===== config.mk =====
export PLATFORM = sky130hd
export DESIGN_NAME = shbus_arbiter
export DESIGN_NICKNAME = d
export VERILOG_FILES = /design/src/rtl/shbus_pkg.sv /design/src/rtl/shbus_span.sv /design/src/rtl/shbus_gap.sv /design/src/rtl/shbus_arbiter.sv
export SDC_FILE = /design/constraint.sdc
export NUM_CORES = 1
export LEC_CHECK = 0
export CAP_MARGIN = 0
export CORE_MARGIN = 2
export CORE_UTILIZATION = 56
export CTS_CLUSTER_DIAMETER = 200
export CTS_CLUSTER_SIZE = 20
export DETAILED_ROUTE_END_ITERATION = 8
export DONT_BUFFER_PORTS = 1
export PLACE_DENSITY = 0.8
export SLEW_MARGIN = 20
export SYNTH_ARGS = -nofsm -noshare
export SYNTH_HDL_FRONTEND = slang
export SYNTH_SLANG_ARGS = --single-unit

===== constraint.sdc =====
create_clock -name clk -period 1.68 [get_ports clk]
set_input_delay 0.252 -clock clk [delete_from_list [all_inputs] [get_ports clk]]
set_output_delay 0.252 -clock clk [all_outputs]
set_load 0.01 [all_outputs]

===== src/rtl/shbus_pkg.sv =====
package shbus_pkg;
  typedef enum logic [1:0] {
    OWN_IDLE = 2'd0,
    OWN_PCI  = 2'd1,
    OWN_D0   = 2'd2,
    OWN_D1   = 2'd3
  } owner_e;
endpackage


===== src/rtl/shbus_span.sv =====
// Per-channel line counter that marks the end of a DMA transaction.
module shbus_span #(
  parameter int LINES_MAX = 128,
  parameter int DLY_W     = 2
) (
  input  logic             clk,
  input  logic             rst_n,
  input  logic             own,
  input  logic             line_done,
  input  logic             last,
  input  logic             to_pci,
  input  logic             wr,
  input  logic [DLY_W-1:0] dly,
  output logic             boundary
);
  localparam int CW = $clog2(LINES_MAX);

  logic [CW-1:0] cnt_q;
  logic [CW-1:0] lim_m1;

  always_comb begin
    if (dly != '0)   lim_m1 = '0;
    else if (to_pci) lim_m1 = CW'(LINES_MAX - 1);
    else if (wr)     lim_m1 = '0;
    else             lim_m1 = CW'(1);
  end

  assign boundary = own && line_done && (last || cnt_q == lim_m1);

  always_ff @(posedge clk) begin
    if (!rst_n || !own) cnt_q <= '0;
    else if (boundary)  cnt_q <= '0;
    else if (line_done) cnt_q <= cnt_q + CW'(1);
  end

  AST_SPAN_IN_RANGE: assert property (@(posedge clk) disable iff (!rst_n)
    own |-> cnt_q <= lim_m1);
endmodule


===== src/rtl/shbus_gap.sv =====
// Post-release spacing timer for one DMA channel.
module shbus_gap #(
  parameter int DLY_W    = 2,
  parameter int GAP_UNIT = 4
) (
  input  logic             clk,
  input  logic             rst_n,
  input  logic             done,
  input  logic [DLY_W-1:0] dly,
  output logic             busy
);
  localparam int GMAX = ((1 << DLY_W) - 1) * GAP_UNIT;
  localparam int GW   = $clog2(GMAX + 1);

  logic [GW-1:0] cnt_q;

  always_ff @(posedge clk) begin
    if (!rst_n)              cnt_q <= '0;
    else if (done)           cnt_q <= (dly == '0) ? '0 : GW'(int'(dly) * GAP_UNIT - 1);
    else if (cnt_q != '0)    cnt_q <= cnt_q - GW'(1);
  end

  assign busy = (cnt_q != '0);

  AST_GAP_ARMED: assert property (@(posedge clk) disable iff (!rst_n)
    (done && dly != '0) |=> busy);
endmodule


===== src/rtl/shbus_arbiter.sv =====
module shbus_arbiter
  import shbus_pkg::*;
#(
  parameter int LINE_BYTES   = 32,
  parameter int STREAM_BYTES = 4096,
  parameter int DLY_W        = 2,
  parameter int GAP_UNIT     = 4
) (
  input  logic               clk,
  input  logic               rst_n,
  input  logic               pci_req,
  input  logic [1:0]         dma_req,
  input  logic [1:0]         dma_to_pci,
  input  logic [1:0]         dma_wr,
  input  logic [2*DLY_W-1:0] dma_dly,
  input  logic [1:0]         dma_line_done,
  input  logic [1:0]         dma_last,
  output logic               pci_gnt,
  output logic               pci_retry,
  output logic [1:0]         dma_gnt
);
  localparam int NCH       = 2;
  localparam int LINES_MAX = STREAM_BYTES / LINE_BYTES;

  owner_e   owner_q, owner_d;
  logic     rr_q, pref;
  logic     pci_req_q, retry_q;
  logic [NCH-1:0] own_dma, bnd, release_dma, gap_busy, elig;
  logic     pci_rel, arb_free;

  for (genvar k = 0; k < NCH; k++) begin : g_ch
    localparam owner_e MY = (k == 0) ? OWN_D0 : OWN_D1;
    logic [DLY_W-1:0] dly_k;
    assign dly_k          = dma_dly[k*DLY_W +: DLY_W];
    assign own_dma[k]     = (owner_q == MY);
    assign release_dma[k] = own_dma[k] && (bnd[k] || !dma_req[k]);
    assign elig[k]        = dma_req[k] && !gap_busy[k] && !(release_dma[k] && dly_k != '0);

    shbus_span #(.LINES_MAX(LINES_MAX), .DLY_W(DLY_W)) u_span (
      .clk(clk), .rst_n(rst_n), .own(own_dma[k]),
      .line_done(dma_line_done[k]), .last(dma_last[k]),
      .to_pci(dma_to_pci[k]), .wr(dma_wr[k]), .dly(dly_k),
      .boundary(bnd[k]));

    shbus_gap #(.DLY_W(DLY_W), .GAP_UNIT(GAP_UNIT)) u_gap (
      .clk(clk), .rst_n(rst_n), .done(release_dma[k]), .dly(dly_k),
      .busy(gap_busy[k]));

    AST_NO_PREEMPT: assert property (@(posedge clk) disable iff (!rst_n)
      (own_dma[k] && !release_dma[k]) |=> dma_gnt[k]);
    AST_GAP_BLOCKS: assert property (@(posedge clk) disable iff (!rst_n)
      gap_busy[k] |-> !dma_gnt[k]);
  end

  assign pci_rel  = (owner_q == OWN_PCI) && !pci_req;
  assign arb_free = (owner_q == OWN_IDLE) || pci_rel || (|release_dma);
  // A channel releasing this cycle hands preference to the other one.
  assign pref     = release_dma[0] ? 1'b1 : (release_dma[1] ? 1'b0 : rr_q);

  always_comb begin
    owner_d = owner_q;
    if (arb_free) begin
      if (pci_req)            owner_d = OWN_PCI;
      else if (elig == 2'b11) owner_d = pref ? OWN_D1 : OWN_D0;
      else if (elig[0])       owner_d = OWN_D0;
      else if (elig[1])       owner_d = OWN_D1;
      else                    owner_d = OWN_IDLE;
    end
  end

  always_ff @(posedge clk) begin
    if (!rst_n) begin
      owner_q   <= OWN_IDLE;
      rr_q      <= 1'b0;
      pci_req_q <= 1'b0;
      retry_q   <= 1'b0;
    end else begin
      owner_q   <= owner_d;
      rr_q      <= pref;
      pci_req_q <= pci_req;
      retry_q   <= pci_req && !pci_req_q && (|own_dma) && !(|release_dma);
    end
  end

  assign pci_gnt   = (owner_q == OWN_PCI);
  assign dma_gnt   = own_dma;
  assign pci_retry = retry_q;

  AST_ONE_OWNER: assert property (@(posedge clk) disable iff (!rst_n)
    $onehot0({pci_gnt, dma_gnt}));
  AST_PCI_WINS: assert property (@(posedge clk) disable iff (!rst_n)
    (arb_free && pci_req) |=> pci_gnt);
  AST_PCI_HELD: assert property (@(posedge clk) disable iff (!rst_n)
    (pci_gnt && pci_req) |=> pci_gnt);
  AST_RETRY_SINGLE: assert property (@(posedge clk) disable iff (!rst_n)
    pci_retry |=> !pci_retry);
  AST_RETRY_OWNER: assert property (@(posedge clk) disable iff (!rst_n)
    pci_retry |-> $past(|dma_gnt));
endmodule


Word-level counts from Yosys, hierarchy flattened
Index checks and enable logic that the tools add are counted.
{ "word_totals": {"regBits": 27, "out_inout_bits": 4} }
{ "op_classes": {"add_sub_neg": 6, "eq_ne": 6, "n_mux": 19, "reduce_logical": 49} }
{ "ops": {"columns": ["operator", "count"], "rows": [
  ["$mux 7", 4],
  ["$mux 4", 6],
  ["$logic_and 1x1->1", 16],
  ["$sub 4x1->4 const B", 4],
  ["$add 7x1->7 const B", 2],
  ["$eq 7x7->1", 2],
  ["$logic_not 1->1", 12],
  ["$logic_or 1x1->1", 8],
  ["$mux 2", 4],
  ["$reduce_bool 2->1", 4],
  ["$reduce_bool 4->1", 2],
  ["$reduce_or 2->1", 4],
  ["$eq 2x2->1 const B", 3],
  ["$logic_not 2->1", 3],
  ["$mux 1", 5],
  ["$eq 2x1->1 const B", 1]
]} }

Depth between registers and ports, before layout
Gate-level depths: netlist (run 1).
{ "logic_depth": {"depth_word": 15, "mapped_depth": 8, "ltp_nobuf": 8} }

By module
A second synthesis (run 1) with hierarchy kept.
{ "unflattened": {"hier_cells": 166, "area_unflattened_um2": 1544.0} }
{ "modules_own_cells": {"columns": ["module", "n_inst", "cells_per_inst", "area_per_inst_um2", "seq_area_each_um2"], "rows": [
  ["shbus_span", 2, 42, 394.1, 140.1],
  ["shbus_gap", 2, 25, 241.5, 80.1],
  ["shbus_arbiter", 1, 32, 272.8, 100.1]
]} }

Worst setup path before layout (run 1)
Ideal clock, no wire load.
{ "synth_timing": {"path_kind": "reg2reg", "start": "register g_ch[1].u_span.cnt_q[1]", "end": "register owner_q[1]", "setup_ns": 0.118, "arrival_time_ns": 1.724, "required_ns": 1.562, "slack_ns": -0.162, "path_stages_with_launch": 7, "n_path_buf": 0, "period_less_slack_ns": 1.842, "path_cell_list": "dfxtp_1 or4_4 a2111oi_4 o31ai_2 o311a_1 o21ai_1 a21boi_1"} }
{ "synth_between": {"elab_chain_len": 12, "word_cells_on_any_way": 15, "cone_classes": "eq/ne (2); mux (4); reduce/logical (9)"} }
{ "synth_rtl": {"columns": ["item", "line", "source"], "rows": [
  ["from (decl)", "shbus_span.sv:18", "logic [CW-1:0] cnt_q;"],
  ["from (signal assigned)", "shbus_span.sv:33", "else if (line_done) cnt_q <= cnt_q + CW'(1);"],
  ["$eq 7x7->1 *", "shbus_span.sv:28", "assign boundary = own && line_done && (last || cnt_q == lim_m1);"],
  ["$logic_or 1x1->1 *", "shbus_span.sv:28", null],
  ["$logic_and 1x1->1 *", "shbus_span.sv:28", null],
  ["$logic_or 1x1->1 *", "shbus_arbiter.sv:36", "assign release_dma[k] = own_dma[k] && (bnd[k] || !dma_req[k]);"],
  ["$logic_and 1x1->1 *", "shbus_arbiter.sv:36", null],
  ["$logic_and 1x1->1", "shbus_arbiter.sv:37", "assign elig[k] = dma_req[k] && !gap_busy[k] && !(release_dma[k] && dly_k != '0);"],
  ["$logic_not 1->1", "shbus_arbiter.sv:37", null],
  ["$logic_and 1x1->1", "shbus_arbiter.sv:37", null],
  ["$mux 2", "shbus_arbiter.sv:66", "else if (elig[1]) owner_d = OWN_D1;"],
  ["$mux 2", "shbus_arbiter.sv:65", "else if (elig[0]) owner_d = OWN_D0;"],
  ["$mux 2", "shbus_arbiter.sv:64", "else if (elig == 2'b11) owner_d = pref ? OWN_D1 : OWN_D0;"],
  ["$mux 2", "shbus_arbiter.sv:63", "if (pci_req) owner_d = OWN_PCI;"],
  ["to (signal assigned)", "shbus_arbiter.sv:78", "owner_q <= owner_d;"],
  ["to (decl)", "shbus_arbiter.sv:25", "owner_e owner_q, owner_d;"]
]} }
Mark *: on every way between the ends. The rest lies on a longest branch, timed or not.
A chain may end at the register's enable or synchronous reset.

Final worst setup path (run 1)
Ends and elaborated chain as after synthesis.

==> metrics.txt, run 1 <==
final hold violations 0; Design Area, Final 1912 um2; Max VDD drop between 0.0009 and 0.001 V; Worst Path Required ~1900 ps; Critical Path Max Stage Delay ~540 ps; MaxCap Viol Count 0; PD cells between 1000 and 1500 nW/um2; Yosys warning total 0; area added between synthesis and finish 23.03%; GRT Residual Overflow 0; Final Max Slew Viols 0; violated checks setup timing; Final period util 114.5%; Max Root-Sink Buffers 2; fmax around 520 MHz; crit-path max FO 2; core box area around 2700 um2; Worst Path Buf+Inv 0; Die W between 50 and 60 um; unrepaired setup endpoints after global routing true; Total GRT Usage about 22%; R2R setup slack -240 ps; Net Count, Synth just over 200; number of flops mapped to enable cells by yosys 0; Critical Path Stages 6; CP arrival between 2000 and 2500 ps; drt pass-1 iters 4; Clock Skews about 5 ps; Port Buffers 0; Worst Hold Class in -> reg; Detail Placement HPWL about 2500 um; Worst Hold Depth 1; layout cell share with drive strength beyond 1 between 30% and 40%; crit path launch type register; CTS sink cnt 27; Post-Syn Area per Cell 8.538 um2; final hold slack approximately 33 ps; first-pass GRT wire length between 5000 and 6000 um; Netlist cell types 39; Antenna diodes 0; Avg WL per Cell roughly 14 um; flops & latches, synth 27; Crit-path slowest cell or4_4; post-route ant nets 0; RePlAce Congestion ~0.85; delay-heaviest family, CP compound AO/OA/AOI/OAI gates; I/O pins 21; starting density of the core about 58%; Worst-Margin Slew between 400 and 500 ps; Worst Setup Slack, final -244.0 ps; fin crit period between 1500 and 2000 ps; H-tree levels 1; dominant synthesized flop cell dfxtp_1; Via density about 5.6; FP Rows 19; Clock Latency Late Sink roughly 330 ps; residual DRC count 0; total number of vias 1330; asr flop ratio synth 0%; CTS buffer count 3; cts hold-fix bufs 0; worst reg-to-reg path cell count 6; Worst setup EP type register; Final nets between 200 and 250; Cell Chain, Critical Path or4_4 -> a2111oi_4 -> o31ai_2 -> o311a_1 -> o21ai_1 -> a21boi_1; initial antenna violation count 0; Die Height 56.68 um; leak pwr between 0.7 and 0.8 nW; CTS tree done; status finished with violations; drt first-iter violations 20; placed cell area about 1700 um2; vias in the first global route between 1000 and 1500; Worst-path clk slew roughly 150 ps; die area between 3000 and 4000 um2; largest net degree at the start of global routing 16; Setup violations, final 26; critical path class reg -> reg; relative slew slack between 70% and 80%; clk root buf clkbuf_4; sequential share of the synthesized area a little over a third; Mapped Area around 1600 um2; wirelength, routed about 3400 um; Cells after Synth roughly 180
[routing by layer]
layer	up-vias	GRT usage [%]	wire length, um
li1	673	-	-
met1	638	24.79	1422
met2	13	40.20	1873
met3	6	3.456	65
met4	0	11.22	68
met5	-	0	0
[cells by family after synthesis]
kind of cell | after synthesis | synth area share (%)
AO/OA/AOI/OAI | 31 | 17.79
XOR/XNOR | 16 | 9.017
adder cells (fa/ha/maj) | 6 | 4.831
buffers and inverters | 13 | 3.623
flip-flops | 27 | 34.78
multiplexers | 2 | 1.288
AND/OR/NAND/NOR | 87 | 28.66
[power breakdown]
group,leakage [nW],switching (mW),internal [mW]
logic,0.517,0.503,0.542
registers,0.222,0.0770,0.745
clock network,0.0177,0.194,0.0895
total,0.757,0.773,1.38
[worst reg2reg max path: stages, from the launching register on]
cell and delay, ps:
dfxtp_2 350, or4_4 540, a2111oi_4 320, o31ai_2 110, o311a_1 310, o21ai_1 130, a21boi_1 70
[flip-flops by register name (all words and copies together) (netlist names)]
name / count
g_ch.u_span.cnt_q: 14
g_ch.u_gap.cnt_q: 8
owner_q: 2
pci_req_q: 1
pci_retry: 1
rr_q: 1
[per-stage QoR]
step	total power [mW]	TNS, ps	utilization (%)	instances	setup slack, ps
after floorplan	1.518	-412.4	-	182	-150.1
after global placement	1.673	-1337	64.37	229	-145.3
after detailed placement	1.722	-2641	64.37	229	-209.6
after CTS	2.038	-2710	66.79	235	-222.2
after global routing	2.334	-4832	71.17	238	-318.0
final	2.149	-3140	71.17	238	-244.0
[timing repair]
action,in CTS,in global routing
pin swaps,16,16
endpoints found under the setup margin,26,26
buffers inserted,3,3
resized for setup,8,31
gates cloned,0,0
[cells in the mapped netlist, types with 3 or more instances]
cell type / n / area (um2)
nor2_1: 24 / 90.09
clkbuf_1: 3 / 11.26
nand2_1: 23 / 86.33
a21boi_1: 3 / 22.52
nand4_1: 6 / 37.54
nand3_1: 5 / 25.02
inv_1: 8 / 30.03
ha_1: 6 / 75.07
o21ai_0: 8 / 40.04
xor2_1: 6 / 52.55
and2_1: 8 / 50.05
nor2b_1: 3 / 18.77
dfxtp_1: 27 / 540.5
xnor2_1: 10 / 87.58
nor3b_1: 4 / 30.03
a21o_1: 5 / 37.54
[worst paths after layout]
path                                        start                       to
max          g_ch[1].u_span.cnt_q[1]$_SDFFE_PP0P_  owner_q[1]$_SDFFE_PN0P_
min                                         rst_n          rr_q$_SDFF_PN0_
max reg2reg  g_ch[1].u_span.cnt_q[1]$_SDFFE_PP0P_  owner_q[1]$_SDFFE_PN0P_
min reg2reg                  pci_req_q$_SDFF_PN0_     pci_retry$_SDFF_PN0_
[final cells by class]
type | count | area (um2)
clock buffer | 3 | 22.52
clock inverter | 1 | 5.005
fill | 191 | 774.5
inverter | 8 | 30.03
multi-input combinational | 142 | 1065
sequential | 27 | 544.3
tap | 31 | 38.79
timing repair buffer | 26 | 206.4
[cells in the final DEF (no fill, tap or decap), types with 2 or more instances in the layout]
cell type / n
a21oi_1: 2
o21ai_1: 8
nand4_1: 6
nor4_2: 2
nor2_1: 15
buf_6: 3
xnor2_1: 10
nor2_2: 9
ha_1: 6
and2_1: 8
nor3b_2: 2
nand2_2: 7
buf_4: 23
or4_4: 2
nor2b_1: 3
nand3_1: 4
a21o_1: 5
mux2i_1: 2
nand2b_1: 2
dfxtp_1: 24
dfxtp_2: 3
nor3_1: 2
o21ai_0: 2
xor2_1: 6
nand2_1: 15
clkbuf_4: 3
or3_1: 2
a21bo_2: 2
or3b_4: 2
inv_1: 8
nor3b_1: 2
a2111oi_4: 2
Power figures use the tool's default switching activity.
==> run 2, diff against run 1 <==
Settings changed: SETUP_SLACK_MARGIN from default to 0.02.
==> run 2 against run 1 <==
  * The flow still finishes with violations (setup timing)
  * Sequential cell count did not move
  * Via count increased by 3.8%
  * Sequential power increased by 0.5%
  * Critical endpoint is now owner_q[0]$_SDFFE_PN0P_
  * Largest cell class unchanged
==> metrics.txt, run 2 (synthesis gave the netlist of run 1 again) <==
Die W 56.68 um (unchanged); core box area 2686 um2 (unchanged); final hold slack 23.58 ps (-8.959 ps); Reg power frac 38.0% (-0.2 points); CTS sink cnt 27 (unchanged); crit-path max FO 3 (+1); total number of vias 1381 (+3.8%); Worst Setup Slack, final -235.2 ps (+8.882 ps); non-filler instance count after layout 238 (unchanged); Port Buffers 0 (unchanged); Final nets 231 (unchanged); Worst setup EP type register; most common cell after layout, fill and taps aside dfxtp_1; top flop regs g_ch.u_span.cnt_q: 14 flops, g_ch.u_gap.cnt_q: 8 flops, owner_q: 2 flops; CP arrival 2160 ps (about the same); Worst-Margin Slew 426.2 ps (-5.078 ps); Worst Path Required 1920 ps (about the same); vias in the first global route 1403 (+5.1%); switch share 36.50% (+0.52 points); RePlAce Congestion 0.8610 (+1.5%); Detail Placement HPWL 2545 um (+1.9%); FP Rows 19 (unchanged); Total GRT Usage 23.44% (+1.2 points); Via density 5.803 (+3.8%); reg2reg end owner_q[0]$_SDFFE_PN0P_; Worst-path clk slew 150 ps (about the same); RR Startpoint g_ch[1].u_span.cnt_q[1]$_SDFFE_PP0P_; Setup violations, final 26 (unchanged); Antenna diodes 0 (unchanged); Worst Hold Depth 1 (unchanged); clk root buf clkbuf_4; max reg flops 14 (unchanged); Placed Cells 228 (-0.44%); Hold Crit Start rst_n; relative slew slack 71.35% (+0.20 points); GRT Residual Overflow 0 (unchanged); fin crit period 1915 ps (-8.882 ps); leak pwr 0.7623 nW (+0.76%); Max VDD drop 0.0007953 V (-12%); Final Util 72.01% (+0.84 points); post-route ant nets 0 (unchanged); Max Root-Sink Buffers 2 (unchanged); PD cells 1124 nW/um2 (about the same); wirelength, routed 3636 um (+6.0%); Worst Hold Class in -> reg; residual DRC count 0 (unchanged); starting density of the core 57.85% (unchanged); layout cell share with drive strength beyond 1 34.78% (+0.97 points); I/O pins 21 (unchanged); fmax 522.2 MHz (+0.46%); first-pass GRT wire length 5844 um (+3.5%); Gate power share 48.6% (about the same); Overall Power 2.173 mW (+1.1%); Die Height 56.68 um (unchanged); drt first-iter violations 45 (+130%); crit path launch type register; placed cell area 1723 um2 (-0.36%); Design Area, Final 1934 um2 (+1.2%); Top reg by flops g_ch.u_span.cnt_q; commonest cells after routing, fill and taps aside dfxtp_1 (24), buf_4 (23), nand2_1 (14); largest net degree at the start of global routing 16 (unchanged); Internal Power 1.380 mW (+0.31%); Net Sw Power 793.2 uW (+2.6%); Final period util 114.0% (-0.53 points); CTS buffer count 3 (unchanged); Hold Crit Endpoint g_ch[0].u_gap.cnt_q[3]$_SDFFE_PN0P_; drt pass-1 iters 4 (unchanged); R2R setup slack -240 ps (about the same); Final Max Slew Viols 0 (unchanged); die area 3213 um2 (unchanged); area added between synthesis and finish 24.48%; H-tree levels 1 (unchanged); violated checks setup timing; CTS tree done; initial antenna violation count 0 (unchanged); Clock Latency Late Sink 340 ps (about the same); worst reg-to-reg path cell count 7 (+1); Clock Skews 8.782 ps (+3.831 ps); MaxCap Viol Count 0 (unchanged); unrepaired setup endpoints after global routing true; final hold violations 0 (unchanged); Avg WL per Cell 15.28 um (+6.0%); critical path class reg -> reg; status finished with violations; Clock Power Share 13.4% (+0.2 points)
[run 2: metrics by stage]
| step | worst slack [ps] | TNS [ps] |
|---|---|---|
| 4_1_cts | -222.3 | -2907 |
| 2_1_floorplan | -150.1 | -403.7 |
| 5_1_grt | -319.3 | -4644 |
| 6_report | -235.2 | -3139 |
| 3_3_place_gp | -151.3 | -1647 |
| 3_5_place_dp | -215.3 | -2719 |
[run 2: worst max path at each step]
stage                                         start                                  end
4_1_cts        g_ch[1].u_span.cnt_q[1]$_SDFFE_PP0P_              owner_q[0]$_SDFFE_PN0P_
2_1_floorplan  g_ch[1].u_span.cnt_q[1]$_SDFFE_PP0P_              owner_q[1]$_SDFFE_PN0P_
5_1_grt        g_ch[1].u_span.cnt_q[1]$_SDFFE_PP0P_              owner_q[1]$_SDFFE_PN0P_
3_3_place_gp   g_ch[1].u_span.cnt_q[1]$_SDFFE_PP0P_              owner_q[1]$_SDFFE_PN0P_
3_5_place_dp   g_ch[0].u_span.cnt_q[1]$_SDFFE_PP0P_  g_ch[0].u_gap.cnt_q[2]$_SDFFE_PN0P_
6_report       g_ch[1].u_span.cnt_q[1]$_SDFFE_PP0P_              owner_q[0]$_SDFFE_PN0P_
[run 2: power by group through the flow]
stage	clock, mW	combinational (mW)	sequential (mW)
global route	0.323	1.18	0.843
CTS	0.304	0.978	0.825
finish	0.291	1.06	0.826
floorplan	0	0.693	0.819
detailed placement	0	0.888	0.838
global placement	0	0.833	0.829
[run 2: final cells by class]
type                       count  area [um2]
tap                           31       38.79
timing repair buffer          26       215.2
inverter                       8       30.03
sequential                    27       544.3
multi-input combinational    142        1079
clock inverter                 1       5.005
fill                         198       752.0
clock buffer                   3       22.52
[run 2: timing repair]
action	4_1_cts	5_1_grt
endpoints found under the setup margin	26	26
resized for setup	18	23
cloned	0	0
pin swaps	15	17
hold buffers	0	0
setup buffers	6	0
[run 2: per-layer routing]
| layer | track usage (%) | part of all wire (%) | vias up |
|---|---|---|---|
| met5 | 0 | 0 | - |
| met4 | 12.93 | 2.2 | 0 |
| met3 | 3.456 | 5.7 | 7 |
| met2 | 41.86 | 54 | 45 |
| met1 | 26.29 | 38 | 655 |
| li1 | - | - | 674 |
[run 2: worst max-delay path: stages, from the launching register on]
cell and delay (ps):
dfxtp_2 350, or4_4 530, a2111oi_4 240, buf_4 190
o21ai_4 80, a21bo_2 220, o21ai_1 120, a31oi_1 80
==> run 3, diff against run 2 <==
Settings changed: ABC_AREA from default to 1.
==> run 3 against run 2 <==
  * The flow now finishes without violations
  * Total power fell by 5.9%
  * Count of clock-buffer cells in the layout increased by 1
  * Highest routed layer unchanged
  * First-iteration DRC count fell by 29%
  * Largest cell class unchanged
  * Largest power group unchanged
  * Critical path depth rose by 6
==> metrics.txt, run 3 <==
status finished clean; Worst Hold Class in -> reg; largest net degree at the start of global routing 15 (-1); number of flops mapped to enable cells by yosys 0 (unchanged); GRT Residual Overflow 0 (unchanged); final hold slack 38.05 ps (+14.46 ps); share of the synthesized area in the top cell type 32.75% (-2.0 points); fin crit period 1508 ps (-407.3 ps); H-tree levels 1 (unchanged); crit-path max FO 6 (+3); sequential share of the synthesized area 32.75% (-2.0 points); drt first-iter violations 32 (-29%); first-pass GRT wire length 4940 um (-15%); wirelength, routed 2813 um (-23%); dominant synthesized flop cell dfxtp_1; largest family of logic cells by synthesized area simple AND/OR/NAND/NOR gates; layout cell share with drive strength beyond 1 12.81% (-22 points); core box area 2781 um2 (+3.5%); post-route setup TNS 0 ps (+3139 ps); flops & latches, synth 27 (unchanged); Post-Synth Simple-Gate Area 39.04% (+10 points); Net Count, Synth 262 (+28%); Via density 5.033 (-13%); relative slew slack 79.02% (+7.7 points); unrepaired setup endpoints after global routing false; commonest cells after routing, fill and taps aside nand2_1 (51), inv_1 (37), nor2_1 (29); Final Max Slew Viols 0 (unchanged); Cells after Synth 239 (+31%); setup bufs post-CTS 0 (-6); Crit-path slowest cell dfxtp_1; Critical Path Max Stage Delay 400 ps (-130 ps); CTS sink cnt 27 (unchanged); Post-Syn Area per Cell 6.905 um2 (-19%); Worst-path clk slew 140 ps (about the same); cts hold-fix bufs 0 (unchanged); cell with the most instances after synthesis nand2_1; Clock Latency Late Sink 310 ps (-30 ps); Critical Path Stages 13 (+6); Synth top cells by count nand2_1 (51), inv_1 (38), nor2_1 (29), dfxtp_1 (27), nand3_1 (25); Cell Chain, Critical Path nand2_1 -> nor2_1 -> nand2_1 -> nand2_1 -> nand3_2 -> nand2_2 -> nand2_4 -> nand2_4 -> inv_4 -> nand2_4 -> nor2_1 -> a21oi_1 -> nor2_1; final hold violations 0 (unchanged); critical path class reg -> reg; Worst Setup Slack, final 172.2 ps (+407.3 ps); Netlist cell types 26 (-33%); top cells by area, synth dfxtp_1 (33%), nand2_1 (12%), inv_1 (8.6%); residual DRC count 0 (unchanged); total number of vias 1374 (-0.51%); R2R setup slack 170 ps (+410 ps); delay-heaviest family, CP simple AND/OR/NAND/NOR gates; Mapped Area 1650 um2 (+6.2%); clk root buf clkbuf_4; Avg WL per Cell 10.30 um (-33%); RePlAce Congestion 0.8252 (-4.2%); drt pass-1 iters 6 (+2); Die W 58.29 um (+2.8%); Final period util 89.75% (-24 points); Max VDD drop 0.001107 V (+39%); starting density of the core 59.33% (+1.5 points); top flop regs g_ch.u_span.cnt_q: 14 flops, g_ch.u_gap.cnt_q: 8 flops, owner_q: 2 flops; vias in the first global route 1228 (-12%); mux share of post-synthesis cell area 0% (-1.3 points); DP Worst Slack 185.9 ps (+401.2 ps); Antenna diodes 0 (unchanged); I/O pins 21 (unchanged); Worst-Margin Slew 313.8 ps (-112.4 ps); Worst Hold Depth 2 (+1); Detail Placement HPWL 2268 um (-11%); Die Height 58.29 um (+2.8%); area added between synthesis and finish 3.488%; CTS tree done; Worst setup EP type register; Max Root-Sink Buffers 2 (unchanged); complex-gate fraction of the synthesized area 6.293% (-12 points); CP arrival 1740 ps (-420 ps); crit path launch type register; area leader, netlist dfxtp_1; leak pwr 0.7991 nW (+4.8%); worst reg-to-reg path cell count 13 (+6); Total GRT Usage 18.28% (-5.2 points); die area 3397 um2 (+5.7%); Clock Skews 5.275 ps (-3.507 ps); post-route ant nets 0 (unchanged); Worst Path Buf+Inv 1 (unchanged); MaxCap Viol Count 0 (unchanged); max reg flops 14 (unchanged); FP Rows 19 (unchanged); PD cells 1198 nW/um2 (+6.6%); post-synthesis xor/xnor area fraction 6.368% (-2.6 points); Top reg by flops g_ch.u_span.cnt_q; Yosys warning total 0 (unchanged); Worst Path Required 1910 ps (about the same); Setup violations, final 0 (-100%); asr flop ratio synth 0% (unchanged); Final nets 266 (+15%); Synth Area in Adders 4.549% (-0.28 points); Overall Power 2.045 mW (-5.9%); Port Buffers 0 (unchanged); initial antenna violation count 0 (unchanged); fmax 663.2 MHz (+27%); most common cell after layout, fill and taps aside nand2_1; CTS buffer count 3 (unchanged)
run 3: cell types whose count changed after synthesis, sizes merged, moves of 5 or more:
| cell | before | now |
|---|---|---|
| nand2 | 23 | 62 |
| inv | 8 | 41 |
| nand3 | 5 | 29 |
| a21oi | 2 | 13 |
| nor2 | 24 | 33 |
| and2 | 8 | 0 |
| xnor2 | 10 | 3 |
| nand4 | 6 | 0 |
| o21ai | 11 | 5 |
| a21o | 5 | 0 |
run 3: final timing paths:
check / end / start
worst max-delay path: g_ch[0].u_gap.cnt_q[1]$_SDFFE_PN0P_ / g_ch[0].u_span.cnt_q[2]$_SDFFE_PP0P_
worst min-delay path: g_ch[1].u_gap.cnt_q[1]$_SDFFE_PN0P_ / rst_n
worst min register to register: pci_retry$_SDFF_PN0_ / pci_req_q$_SDFF_PN0_
worst max register to register: g_ch[0].u_gap.cnt_q[1]$_SDFFE_PN0P_ / g_ch[0].u_span.cnt_q[2]$_SDFFE_PP0P_
run 3: worst reg2reg max path, stage by stage, from the launching register on:
cell and delay (ps):
dfxtp_1 400, nand2_1 100, nor2_1 140, nand2_1 70
nand2_1 70, nand3_2 80, nand2_2 80, nand2_4 60
nand2_4 110, inv_4 70, nand2_4 60, nor2_1 40
a21oi_1 110, nor2_1 50
run 3: report_power, final:
group / switching, mW / internal, mW / leakage (nW)
clock network: 0.183 / 0.0927 / 0.0150
logic: 0.560 / 0.390 / 0.564
registers: 0.0623 / 0.758 / 0.220
run 3: cells by family (layout without fill, tap and decap cells):
logic type	count (synthesis)	count (layout)
DFF	27	27
AOI/OAI and AO/OA	19	19
adders and majority gates	6	6
and+or+nand+nor	130	130
xor gates and xnor gates	12	12
buffers and inverters	45	48
run 3: final cells by class:
class	count	area, um2
Timing Repair Buffer	1	7.507
Inverter	43	166.4
Clock buffer	4	26.28
Fill cell	266	1074
Tap cell	31	38.79
Sequential cell	27	540.5
Multi-Input combinational cell	167	928.4
run 3: metal layers:
metal  track usage (%)  vias to the layer above  part of all wire, %
met2             31.30                       18                   47
met5                 0                        -                    0
met3             2.902                        2                  3.1
met4             4.983                        0                 0.68
li1                  -                      744                    -
met1             23.75                      610                   49
run 3: metrics by stage:
stage | cells | util (%) | cell area, um2
floorplan | 239 | - | 1650
global placement | 269 | 60.46 | 1682
detailed placement | 269 | 60.46 | 1682
CTS | 273 | 61.40 | 1708
global route | 273 | 61.40 | 1708
finish | 273 | 61.40 | 1708
run 3: timing repair:
item / CTS / global route
gates resized for setup: 0 / 1
endpoints found under the setup margin: 0 / 1
endpoints found under the hold margin: 0 / 0
